===== config.mk =====
export PLATFORM = sky130hd
export DESIGN_NAME = mfc_irq_agg
export DESIGN_NICKNAME = d
export VERILOG_FILES = /design/src/rtl/mfc_irq_pkg.sv /design/src/rtl/mfc_sync.sv /design/src/rtl/mfc_evt_flag.sv /design/src/rtl/mfc_irq_route.sv /design/src/rtl/mfc_irq_agg.sv
export SDC_FILE = /design/constraint.sdc
export NUM_CORES = 1
export LEC_CHECK = 0
export BUFFER_PORTS_ARGS = -buffer_cell sky130_fd_sc_hd__buf_2
export CAP_MARGIN = 20
export CORE_ASPECT_RATIO = 1.4
export CORE_MARGIN = 5
export CORE_UTILIZATION = 39
export CTS_CLUSTER_DIAMETER = 60
export CTS_CLUSTER_SIZE = 24
export DETAILED_ROUTE_END_ITERATION = 10
export PLACE_DENSITY = 0.75
export RECOVER_POWER = 100
export REMOVE_ABC_BUFFERS = 1
export SETUP_SLACK_MARGIN = 0.5
export SKIP_LAST_GASP = 1
export SYNTH_ARGS = -nofsm -noshare
export SYNTH_HDL_FRONTEND = slang
export SYNTH_SLANG_ARGS = --single-unit

===== constraint.sdc =====
create_clock -name clk -period 1.5 [get_ports clk]
set_input_delay 0.15 -clock clk [delete_from_list [all_inputs] [get_ports clk]]
set_output_delay 0.15 -clock clk [all_outputs]
set_load 0.1 [all_outputs]

===== src/rtl/mfc_irq_pkg.sv =====
// Package: shared constants and types for the interrupt aggregator.
// Assumes: status word layout is fixed (policy at bit 0, pending at bit 1).
package mfc_irq_pkg;
    localparam int STAT_W   = 2;
    localparam int POL_BIT  = 0;
    localparam int PEND_BIT = 1;

    typedef enum logic {
        CLR_AT_SOURCE = 1'b0,
        CLR_BY_WRITE  = 1'b1
    } clr_mode_e;
endpackage


===== src/rtl/mfc_sync.sv =====
// Multi-stage synchronizer for asynchronous request pins.
// Assumes: each bit is an independent level; STAGES >= 2.
module mfc_sync #(
    parameter int WIDTH   = 1,
    parameter int STAGES  = 2,
    parameter bit RST_VAL = 1'b0
) (
    input  logic             clk,
    input  logic             rst_n,
    input  logic [WIDTH-1:0] d,
    output logic [WIDTH-1:0] q
);
    logic [WIDTH-1:0] chain_q [STAGES];

    // Shift the pin value through the flop chain.
    always_ff @(posedge clk) begin
        if (!rst_n) begin
            for (int k = 0; k < STAGES; k++) chain_q[k] <= {WIDTH{RST_VAL}};
        end else begin
            chain_q[0] <= d;
            for (int k = 1; k < STAGES; k++) chain_q[k] <= chain_q[k-1];
        end
    end

    assign q = chain_q[STAGES-1];
endmodule


===== src/rtl/mfc_evt_flag.sv =====
// Edge-latched event flag with hold, set and clear.
// Priority: hold (forces 0) over a detected edge (sets) over clear.
// Assumes: lvl is synchronous to clk.
module mfc_evt_flag #(
    parameter bit FALL_EDGE = 1'b0
) (
    input  logic clk,
    input  logic rst_n,
    input  logic lvl,
    input  logic hold,
    input  logic clr,
    output logic flag
);
    logic prev_q;
    logic edge_hit;

    // Remember the previous level for edge detection.
    always_ff @(posedge clk) begin
        if (!rst_n) prev_q <= FALL_EDGE;
        else        prev_q <= lvl;
    end

    // Decode the configured edge direction.
    always_comb begin
        if (FALL_EDGE) edge_hit = prev_q & ~lvl;
        else           edge_hit = lvl & ~prev_q;
    end

    // Update the latched flag under hold/set/clear priority.
    always_ff @(posedge clk) begin
        if (!rst_n)        flag <= 1'b0;
        else if (hold)     flag <= 1'b0;
        else if (edge_hit) flag <= 1'b1;
        else if (clr)      flag <= 1'b0;
    end
endmodule


===== src/rtl/mfc_irq_route.sv =====
// Routes the per-function pending flags to the card-bus line or an ISA line.
// Assumes: pend is already gated by the function enables.
module mfc_irq_route #(
    parameter int NUM_FUNC = 3,
    parameter int NUM_IRQ  = 9
) (
    input  logic                isa_mode,
    input  logic [NUM_FUNC-1:0] pend,
    input  logic [NUM_FUNC-1:0] out_en,
    input  logic [NUM_IRQ-1:0]  irq_sel,
    output logic                ireq_n,
    output logic [NUM_IRQ-1:0]  isa_irq
);
    logic any_pend;
    logic sel_ok;

    // Combine the pending flags and validate the one-hot select.
    always_comb begin
        any_pend = |pend;
        sel_ok   = ((irq_sel & (irq_sel - NUM_IRQ'(1))) == '0);
    end

    // Drive exactly one path depending on mode.
    always_comb begin
        if (isa_mode) begin
            ireq_n  = 1'b1;
            isa_irq = (any_pend && sel_ok) ? irq_sel : '0;
        end else begin
            ireq_n  = ~|(pend & out_en);
            isa_irq = '0;
        end
    end
endmodule


===== src/rtl/mfc_irq_agg.sv =====
// Top: three-function interrupt aggregator.
// Function 0 = DSP level + ring falling edge; functions 1..N-1 = external pins.
// Assumes: dsp_req, ring_ack, host strobes are synchronous; ring_n/ext_req async.
module mfc_irq_agg
    import mfc_irq_pkg::*;
#(
    parameter int NUM_FUNC    = 3,
    parameter int NUM_IRQ     = 9,
    parameter int SYNC_STAGES = 2,
    localparam int NUM_EXT    = NUM_FUNC - 1
) (
    input  logic                clk,
    input  logic                rst_n,
    input  logic                isa_mode,
    input  logic [NUM_FUNC-1:0] func_en,
    input  logic                pnp_active,
    input  logic [NUM_FUNC-1:0] out_en,
    input  logic [NUM_IRQ-1:0]  irq_sel,
    input  logic                dsp_req,
    input  logic                ring_ack,
    input  logic                ring_n,
    input  logic [NUM_EXT-1:0]  ext_req,
    input  logic [NUM_FUNC-1:0] csr_wr,
    input  logic [STAT_W-1:0]   csr_wdata,
    output logic [NUM_FUNC-1:0] pol_rd,
    output logic [NUM_FUNC-1:0] pend_rd,
    output logic                ireq_n,
    output logic [NUM_IRQ-1:0]  isa_irq
);
    logic [NUM_FUNC-1:0] pol_q;
    logic [NUM_FUNC-1:0] fen_eff;
    logic [NUM_FUNC-1:0] host_clr;
    logic [NUM_FUNC-1:0] pend;
    logic [NUM_EXT-1:0]  ext_s;
    logic                ring_s;
    logic                ring_flag;
    logic                dsp_flag;
    clr_mode_e           mode;

    // Store each function's policy bit on its host write.
    always_ff @(posedge clk) begin
        if (!rst_n) pol_q <= '0;
        else begin
            for (int i = 0; i < NUM_FUNC; i++)
                if (csr_wr[i]) pol_q[i] <= csr_wdata[POL_BIT];
        end
    end

    // One set policy bit switches the whole card to clear-by-write.
    always_comb begin
        mode = clr_mode_e'(|pol_q);
        for (int i = 0; i < NUM_FUNC; i++)
            host_clr[i] = csr_wr[i] & ~csr_wdata[PEND_BIT] & (mode == CLR_BY_WRITE);
    end

    // Effective enables: ISA mode keeps only function 0, gated by pnp_active.
    always_comb begin
        fen_eff[0] = isa_mode ? pnp_active : func_en[0];
        for (int i = 1; i < NUM_FUNC; i++)
            fen_eff[i] = isa_mode ? 1'b0 : func_en[i];
    end

    // Ring input synchronizer (idles high).
    mfc_sync #(.WIDTH(1), .STAGES(SYNC_STAGES), .RST_VAL(1'b1)) u_ring_sync (
        .clk(clk), .rst_n(rst_n), .d(ring_n), .q(ring_s)
    );

    // External request synchronizers.
    mfc_sync #(.WIDTH(NUM_EXT), .STAGES(SYNC_STAGES), .RST_VAL(1'b0)) u_ext_sync (
        .clk(clk), .rst_n(rst_n), .d(ext_req), .q(ext_s)
    );

    // Ring event latch: source ack clears under one policy, host write under the other.
    mfc_evt_flag #(.FALL_EDGE(1'b1)) u_ring_flag (
        .clk(clk), .rst_n(rst_n), .lvl(ring_s), .hold(~fen_eff[0]),
        .clr((mode == CLR_BY_WRITE) ? host_clr[0] : ring_ack),
        .flag(ring_flag)
    );

    // DSP event latch, used only under clear-by-write.
    mfc_evt_flag #(.FALL_EDGE(1'b0)) u_dsp_flag (
        .clk(clk), .rst_n(rst_n), .lvl(dsp_req),
        .hold(~fen_eff[0] | (mode == CLR_AT_SOURCE)),
        .clr(host_clr[0]), .flag(dsp_flag)
    );

    // Function 0 pending: DSP level or latch, merged with the ring latch.
    always_comb begin
        if (mode == CLR_BY_WRITE) pend[0] = dsp_flag | ring_flag;
        else                      pend[0] = (dsp_req & fen_eff[0]) | ring_flag;
    end

    // External functions: level under clear-at-source, edge latch otherwise.
    for (genvar gi = 1; gi < NUM_FUNC; gi++) begin : g_ext
        logic ext_flag;

        mfc_evt_flag #(.FALL_EDGE(1'b0)) u_ext_flag (
            .clk(clk), .rst_n(rst_n), .lvl(ext_s[gi-1]),
            .hold(~fen_eff[gi] | (mode == CLR_AT_SOURCE)),
            .clr(host_clr[gi]), .flag(ext_flag)
        );

        // Select the pending source by policy.
        always_comb begin
            if (mode == CLR_BY_WRITE) pend[gi] = ext_flag;
            else                      pend[gi] = ext_s[gi-1] & fen_eff[gi];
        end
    end

    // Output routing.
    mfc_irq_route #(.NUM_FUNC(NUM_FUNC), .NUM_IRQ(NUM_IRQ)) u_route (
        .isa_mode(isa_mode), .pend(pend), .out_en(out_en), .irq_sel(irq_sel),
        .ireq_n(ireq_n), .isa_irq(isa_irq)
    );

    assign pol_rd  = pol_q;
    assign pend_rd = pend;
endmodule


Yosys cells after proc, flatten, opt, wreduce, memory -nomap -nowiden
Memories as Yosys holds them, arrays and structs flattened.
Cells that the tools add are included.

word-level totals
  register bits after elaboration = 11
  RAM bits = 6
  bits of input ports = 29
  output and inout port bits = 16
  memories kept = 2

memories
  memory               words  width  read ports  clocked after Yosys merged registers in  write ports  RTL line        RTL
  u_ext_sync.chain_q   2      2      2           0                                        2            mfc_sync.sv:13  logic [WIDTH-1:0] chain_q [STAGES];
  u_ring_sync.chain_q  2      1      2           0                                        2            mfc_sync.sv:13

operators by class
  add/subtract/negate cells = 1
  mux-type cells = 24
  bitwise logic cells = 34
  reduce and logical (&&, ||, !) cells = 14

operator list
  kind                                              count
  2-to-1 mux 1 bit                                  20
  2-to-1 mux 9 bit                                  2
  AND 1 bit                                         13
  NOT 1 bit                                         10
  AND 9 bit                                         1
  logical NOT 9 bit                                 1
  OR 1 bit                                          9
  OR reduction 3 bit                                3
  subtractor 9 x 1 -> 9 bit, second input constant  1
  nonzero test 2 bit                                4
  OR reduction 2 bit                                3
  2-to-1 mux 2 bit                                  2
  AND 3 bit                                         1
  AND reduction 2 bit                               1
  logical AND 1 bit                                 1
  logical NOT 1 bit                                 1

Logic depth before layout (Yosys ltp)
Gate-level depths: netlist of run 1.

  depth after elaboration = 8
  gate-level depth with buffers = 4
  gate-level depth less buffers = 4

Hierarchy
A second synthesis of run 1 with hierarchy kept.

unflattened totals
  cells, all modules = 102
  area, all modules = 972.2 µm²

by module, submodules not included
  module                                  times used  cells an instance  area an instance (µm²)  seq. area each (µm²)
  mfc_irq_agg                             1           27                 265.3                   60.1
  mfc_evt_flag (g_ext[1].u_ext_flag ...)  3           7                  81.3                    40.0
  mfc_irq_route                           1           33                 216.5                   0.0
  mfc_sync (u_ext_sync)                   1           10                 120.1                   80.1
  mfc_evt_flag (u_ring_flag)              1           7                  73.8                    40.0
  mfc_sync (u_ring_sync)                  1           4                  52.6                    40.0

Worst setup path before layout of run 1
OpenSTA, ideal clock, no wires.

  kind = register to output
  start = register pol_q[2] (netlist: pol_rd[2])
  end = output port pend_rd[2]
  arrival = 3280 ps
  slack = -1930 ps
  cell stages (with the launch flop) = 4
  buffers on the path = 0
  path through = dfxtp_1 > nor3_2 > nand2_1 > o21ai_0

on the way
  longest elaborated chain between the ends = 2

RTL lines
  what                              RTL line            RTL
  start: declaration                mfc_irq_agg.sv:30   logic [NUM_FUNC-1:0] pol_q;
  start signal: indexed assignment  mfc_irq_agg.sv:45   if (csr_wr[i]) pol_q[i] <= csr_wdata[POL_BIT];
  OR reduction 3 bit                mfc_irq_agg.sv:51   mode = clr_mode_e'(|pol_q);
  2-to-1 mux 1 bit                  mfc_irq_agg.sv:105  if (mode == CLR_BY_WRITE) pend[gi] = ext_flag;
  end: declaration                  mfc_irq_agg.sv:26   output logic [NUM_FUNC-1:0] pend_rd,

Every way passes these cells.

Worst setup path after layout of run 1
  start = register g_ext[2].u_ext_flag.flag
  end = output port isa_irq[5]

on the way
  longest elaborated chain between the ends = 5

RTL lines
  what                      RTL line             RTL
  start: declaration        mfc_evt_flag.sv:12   output logic flag
  start signal: assignment  mfc_evt_flag.sv:31   if (!rst_n) flag <= 1'b0;
  start signal: assignment  mfc_evt_flag.sv:32   else if (hold) flag <= 1'b0;
  start signal: assignment  mfc_evt_flag.sv:33   else if (edge_hit) flag <= 1'b1;
  2-to-1 mux 1 bit          mfc_irq_agg.sv:105
  OR reduction 3 bit        mfc_irq_route.sv:19  any_pend = |pend;
  logical AND 1 bit         mfc_irq_route.sv:27  isa_irq = (any_pend && sel_ok) ? irq_sel : '0;
  2-to-1 mux 9 bit          mfc_irq_route.sv:27
  2-to-1 mux 9 bit          mfc_irq_route.sv:25  if (isa_mode) begin
  end: declaration          mfc_irq_agg.sv:28    output logic [NUM_IRQ-1:0] isa_irq

Every way passes these cells.

==> results of run 1 <==
-- cells in the mapped netlist (all sizes together), types with 2 or more instances --
cell    count
a21oi       2
and2        8
and3        9
dfxtp      17
inv         4
maj3        2
mux2        2
mux2i       3
nand2       5
nand2b      6
nor2b       5
nor3        3
nor3b       2
nor4        2
o21ai       4
o31ai       3
or3         4
or4         2
-- report_power, final --
group | switching [W] | internal (W) | total (W)
Clock | 0.000133 | 0.000104 | 0.000237
Combinational | 0.000196 | 0.000174 | 0.000369
Sequential | 0.0000126 | 0.000467 | 0.000480
-- kinds of logic after synthesis --
family	synth area share
DFF	0.394
muxes	0.0609
buffers and inverters	0.0217
AOI/OAI and AO/OA	0.122
adders and majority gates	0.0232
and+or+nand+nor	0.378
-- worst max-delay path, stage by stage, from the launching register on --
cell and delay, ns:
dfxtp_2 0.33, or4_4 0.52, o21ai_2 0.16, and4bb_4 0.27, and3_4 0.18, buf_12 0.16
-- cell type report --
cell class / count / area (sq um)
Multi-Input combinational cell: 73 / 654
Clock buffer: 4 / 26.3
Sequential cell: 17 / 354
Inverter: 4 / 15.0
Fill cell: 136 / 429
Tap cell: 22 / 27.5
Timing Repair Buffer: 66 / 646
-- state kept, by name, summed over array words and instances, names as in the netlist, 2 cells and up --
register	cells
u_ext_sync.chain_q	4
u_ring_sync.chain_q	2
g_ext.u_ext_flag.prev_q	2
g_ext.u_ext_flag.flag	2
pol_rd	3
-- how the worst max path moves through the flow --
stage                                        start          to  slack, ns  cells past startpoint
after floorplan                          pol_rd[2]  pend_rd[2]      -1.93                      3
after global routing                     pol_rd[0]  isa_irq[4]      -0.65                      5
after detailed placement                irq_sel[0]  isa_irq[4]      -0.37                      6
final                     g_ext[2].u_ext_flag.flag  isa_irq[5]      -0.57                      5
after global placement                  irq_sel[0]  isa_irq[4]      -0.30                      6
after CTS                          u_dsp_flag.flag  isa_irq[6]      -0.56                      5
-- per-layer routing --
layer	GRT usage	up-vias	routed length, um
met5	0	-	0
met4	0.0885	0	82
met3	0.0317	7	250
met2	0.338	61	1730
met1	0.175	488	1070
li1	-	486	-
-- per-stage QoR --
step,area [sq um],utilization
after global placement,1400,0.651
after global routing,1720,0.801
after detailed placement,1400,0.651
after CTS,1520,0.708
after floorplan,860,-
final,1720,0.801
-- what timing repair did --
item / in CTS / in global routing
hold endpoints to repair: 0 / 0
gates cloned: 0 / 1
setup buffers: 1 / 4
endpoints found under the setup margin: 20 / 20
pin swaps: 2 / 19
resized for setup: 27 / 38
==> run summary, run 1 <==
status = complete, but fails checks
failing checks = setup timing
Post-synth EDFFs = 0
initial antenna violation count = 0
total number of H-tree levels = 1
total wire length = 3.14 mm
drt first-iter violations = 17
synthesis-to-layout area growth = 99.6%
Fmax = 484 MHz
CTS tree = done
Setup WS post-layout = -0.568 ns
RSZ-0062 raised after global routing = true
top_reg_cell synth = dfxtp_1
worst reg2reg setup slack = 0.13 ns
Synth area leader = dfxtp_1
DR WL/cell = 16.9 um
reg2reg end = u_dsp_flag.flag
post-route minimum period = 2.07 ns
first-pass GRT wire length = 4.44 mm
hold-fix buffers at CTS = 0
headroom to the max-slew limit = 0.614
Root Buffer = clkbuf_4
commonest non-fill, non-tap cell in the layout = buf_2
fin crit share = 1.38
Post-Syn Area = 863 sq um
clk slew on worst S/H paths = 0.09 ns
syn_area_per_cell = 9.18 sq um
Clock Skews = 0.00122 ns
# port buffers = 44
Post-layout nets = 194
FP Rows = 20
die area = 3270 sq um
Synth Warn # = 0
post-route setup TNS = -6.37 ns
I/O pin cnt = 45
Pleak = 0.767 nW
chip width = 49.8 um
Tot GR Track Use = 0.177
First-pass DRT Iterations = 4
Routed Antenna Nets = 0
Remaining DRCs = 0
power per cell area = 630 nW/um^2
min-delay src = ring_n
synthesis-stage register bit count = 17
Crit Path Category = reg2out
r2r worst-path depth = 5
Slew Viols, Final = 0
CTS Buffer Depth = 2
CP Capture Type = primary output
number of max-cap violations = 0
Hold Path Depth = 2
Num CTS Buffers = 3
core area = 2150 sq um
ant diodes = 0
Req. time, crit path = 1.35 ns
Worst VDD drop = 0.000698 V
DP HPWL = 2.16 mm
Clk Latency, worst-skew pair = 0.29 ns
Vias = 1,042
Hold Path Class = in2reg
layout cells sized above 1 = 0.616
most frequent cells in the layout = buf_2, buf_12, buf_4
Async S/R FF share, synth = 0
Max Fanout on Critical Path = 5
DIE HEIGHT = 65.7 um
Fin. Hold Viols = 0
Yosys top cell area share = 0.394
Initial Util = 0.401
post-synthesis sequential area ratio = 0.394
vias in the first global route = 1,034
Cells after DPL = 176
grt ovf = 0
final cell count without fillers = 186
post-place setup slack = -0.373 ns
largest cells by area after synthesis = dfxtp_1, and3_1, and2_1
worst-margin pin slew = 0.579 ns
Overall Power = 0.00109 W
Worst R2R Start = pol_rd[0]
Worst Hold End = u_ring_sync.chain_q[0][0]
Final setup viols = 13
Worst Path Arrival = 1.92 ns
type of origin of the critical path = register
synth unique cells = 32
largest net degree at the start of global routing = 16
number of vias per cell = 5.60
Placer Congestion = 0.841
worst hold slack = 0.0386 ns
TritonCTS Sinks = 17
Gate Count Post-Synth = 94
Note: power is estimated with default switching activity, not from simulation.
==> run 2, diff against run 1 <==
- CORE_UTILIZATION: 39 -> 47
- CTS_CLUSTER_DIAMETER: 60 -> 100
- PLACE_DENSITY: 0.75 -> 0.85
- clock period: 1.5 -> 2.4 ns (I/O delays scaled with it)
==> run 2 against run 1 <==
The flow now finishes without violations. First-iteration DRC count up 5.9%. Wire length fell by 7.8%. Hold slack gained 0.085 ns. Global-route usage increased by 4.4 points. Cell count shrank 11%. Critical path type unchanged. Critical endpoint is now isa_irq[3].
==> run summary, run 2 (same netlist as run 1, synthesis figures left out) <==
Hold Path Class = in2reg
Fill cells = 126 (-7.4%)
Placer Congestion = 0.813 (-3.4%)
Crit Path Category = reg2out
Clk Latency, worst-skew pair = 0.29 ns (about the same)
clk slew on worst S/H paths = 0.09 ns (about the same)
DP HPWL = 1.92 mm (-11%)
Initial Util = 0.491 (+0.0903)
Clock Skews = 0.00478 ns (+0.00357 ns)
I/O pin cnt = 45 (unchanged)
core area = 1760 sq um (-18%)
Vias = 945 (-9.3%)
TritonCTS Sinks = 17 (unchanged)
Fin. Hold Viols = 0 (unchanged)
largest net degree at the start of global routing = 16 (unchanged)
Tot GR Track Use = 0.221 (+0.0443)
Remaining DRCs = 0 (unchanged)
Final setup viols = 0 (-13)
die area = 2810 sq um (-14%)
Routed Antenna Nets = 0 (unchanged)
Pleak = 0.623 nW (-19%)
DR WL/cell = 17.4 um (+3.3%)
total wire length = 2.89 mm (-7.8%)
Biggest register = u_ext_sync.chain_q
fin crit share = 0.945
First-pass DRT Iterations = 4 (unchanged)
max reg flops = 4 (unchanged)
synthesis-to-layout area growth = 61.3%
ant diodes = 0 (unchanged)
Hold Path Depth = 2 (unchanged)
FP Rows = 18 (-10%)
Root Buffer = clkbuf_4
Setup WS post-layout = 0.133 ns (+0.701 ns)
commonest non-fill, non-tap cell in the layout = buf_2
reg2reg end = g_ext[1].u_ext_flag.flag
Fmax = 441 MHz
worst hold slack = 0.124 ns (+0.0851 ns)
r2r worst-path depth = 3 (-2)
number of max-cap violations = 0 (unchanged)
status = completed
post-route minimum period = 2.27 ns
min-delay src = ring_n
Slew Viols, Final = 0 (unchanged)
area occupied by registers = 347 sq um (-2.1%)
# port buffers = 44 (unchanged)
worst-margin pin slew = 1.16 ns (+0.585 ns)
Req. time, crit path = 2.16 ns (+0.81 ns)
layout cells sized above 1 = 0.473 (-0.143)
Post-Route Utilization = 0.793 (-0.00785)
grt ovf = 0 (unchanged)
post-route setup TNS = 0 ns (+6.37 ns)
Post-layout nets = 176 (-9.3%)
headroom to the max-slew limit = 0.228 (-0.386)
CTS tree = done
chip width = 46.2 um (-7.1%)
Worst R2R Start = pol_rd[1]
total number of H-tree levels = 1 (unchanged)
drt first-iter violations = 18 (+1)
Worst Path Arrival = 2.03 ns (+0.11 ns)
Num CTS Buffers = 3 (unchanged)
vias in the first global route = 1,027 (-0.68%)
Max Fanout on Critical Path = 5 (unchanged)
CTS Buffer Depth = 2 (unchanged)
power per cell area = 442 nW/um^2 (-30%)
type of origin of the critical path = register
first-pass GRT wire length = 4.37 mm (-1.6%)
initial antenna violation count = 0 (unchanged)
multi-input combinational cell area = 593 sq um (-9.4%)
worst reg2reg setup slack = 1.07 ns (+0.94 ns)
RSZ-0062 raised after global routing = true
Worst VDD drop = 0.000428 V (-39%)
Overall Power = 0.000615 W (-43%)
Worst Hold End = u_ring_sync.chain_q[0][0]
CP Capture Type = primary output
most frequent cells in the layout = buf_2, dfxtp_1, buf_12
DIE HEIGHT = 60.7 um (-7.6%)
post-place setup slack = 0.345 ns (+0.718 ns)
number of vias per cell = 5.69 (+1.6%)
## run 2: cell count changes in the layout (fill, tap and decap cells not counted), sizes merged
| cell | previous run | this run |
|---|---|---|
| buf | 65 | 40 |
| clkinv | 0 | 1 |
| clkbuf | 5 | 11 |
## run 2: timing repair
action / CTS / global route
setup endpoints to repair: 13 / 13
pin swaps: 14 / 5
buffers inserted: 3 / 1
cloned: 1 / 0
hold buffers: 0 / 0
gates resized for setup: 29 / 9
## run 2: worst max-delay path, cell delays in order, from the launching register on
cell and delay [ns]:
dfxtp_2 0.33, or4_4 0.53, o21ai_1 0.22, and4bb_1 0.31, and3_4 0.19, buf_12 0.16
## run 2: stage by stage
step / cells / area [sq um]
after global placement: 157 / 1240
final: 166 / 1390
after CTS: 165 / 1410
after global routing: 166 / 1390
after floorplan: 93 / 860
after detailed placement: 157 / 1240
## run 2: where the power goes
group / total [W] / switching (W) / internal (W)
combinational: 0.000165 / 0.000104 / 0.0000612
clock: 0.000149 / 0.0000871 / 0.0000621
sequential: 0.000301 / 0.00000806 / 0.000293
## run 2: worst max-delay path by stage
stage,startpoint,to,slack (ns),cells after the start
2_1_floorplan,pol_rd[2],pend_rd[2],-1.12,3
3_3_place_gp,pol_rd[2],ireq_n,0.39,5
3_5_place_dp,pol_rd[2],ireq_n,0.34,5
4_1_cts,u_dsp_flag.flag,isa_irq[4],0.22,5
5_1_grt,u_dsp_flag.flag,isa_irq[3],0.09,5
6_report,u_dsp_flag.flag,isa_irq[3],0.13,5
## run 2: cell type report
type,count,area share
clock buffers,3,0.0162
flip-flops and latches,17,0.249
clock inverters,1,0.00359
repair buffers,48,0.277
well taps,20,0.0180
inverters,4,0.0108
multi-input cells,73,0.426
## run 2: metal layers
metal,track usage,wire length [um],vias up
met4,0.179,121,0
met1,0.197,997,425
met5,0,0,-
li1,-,-,451
met2,0.413,1560,56
met3,0.0326,217,13
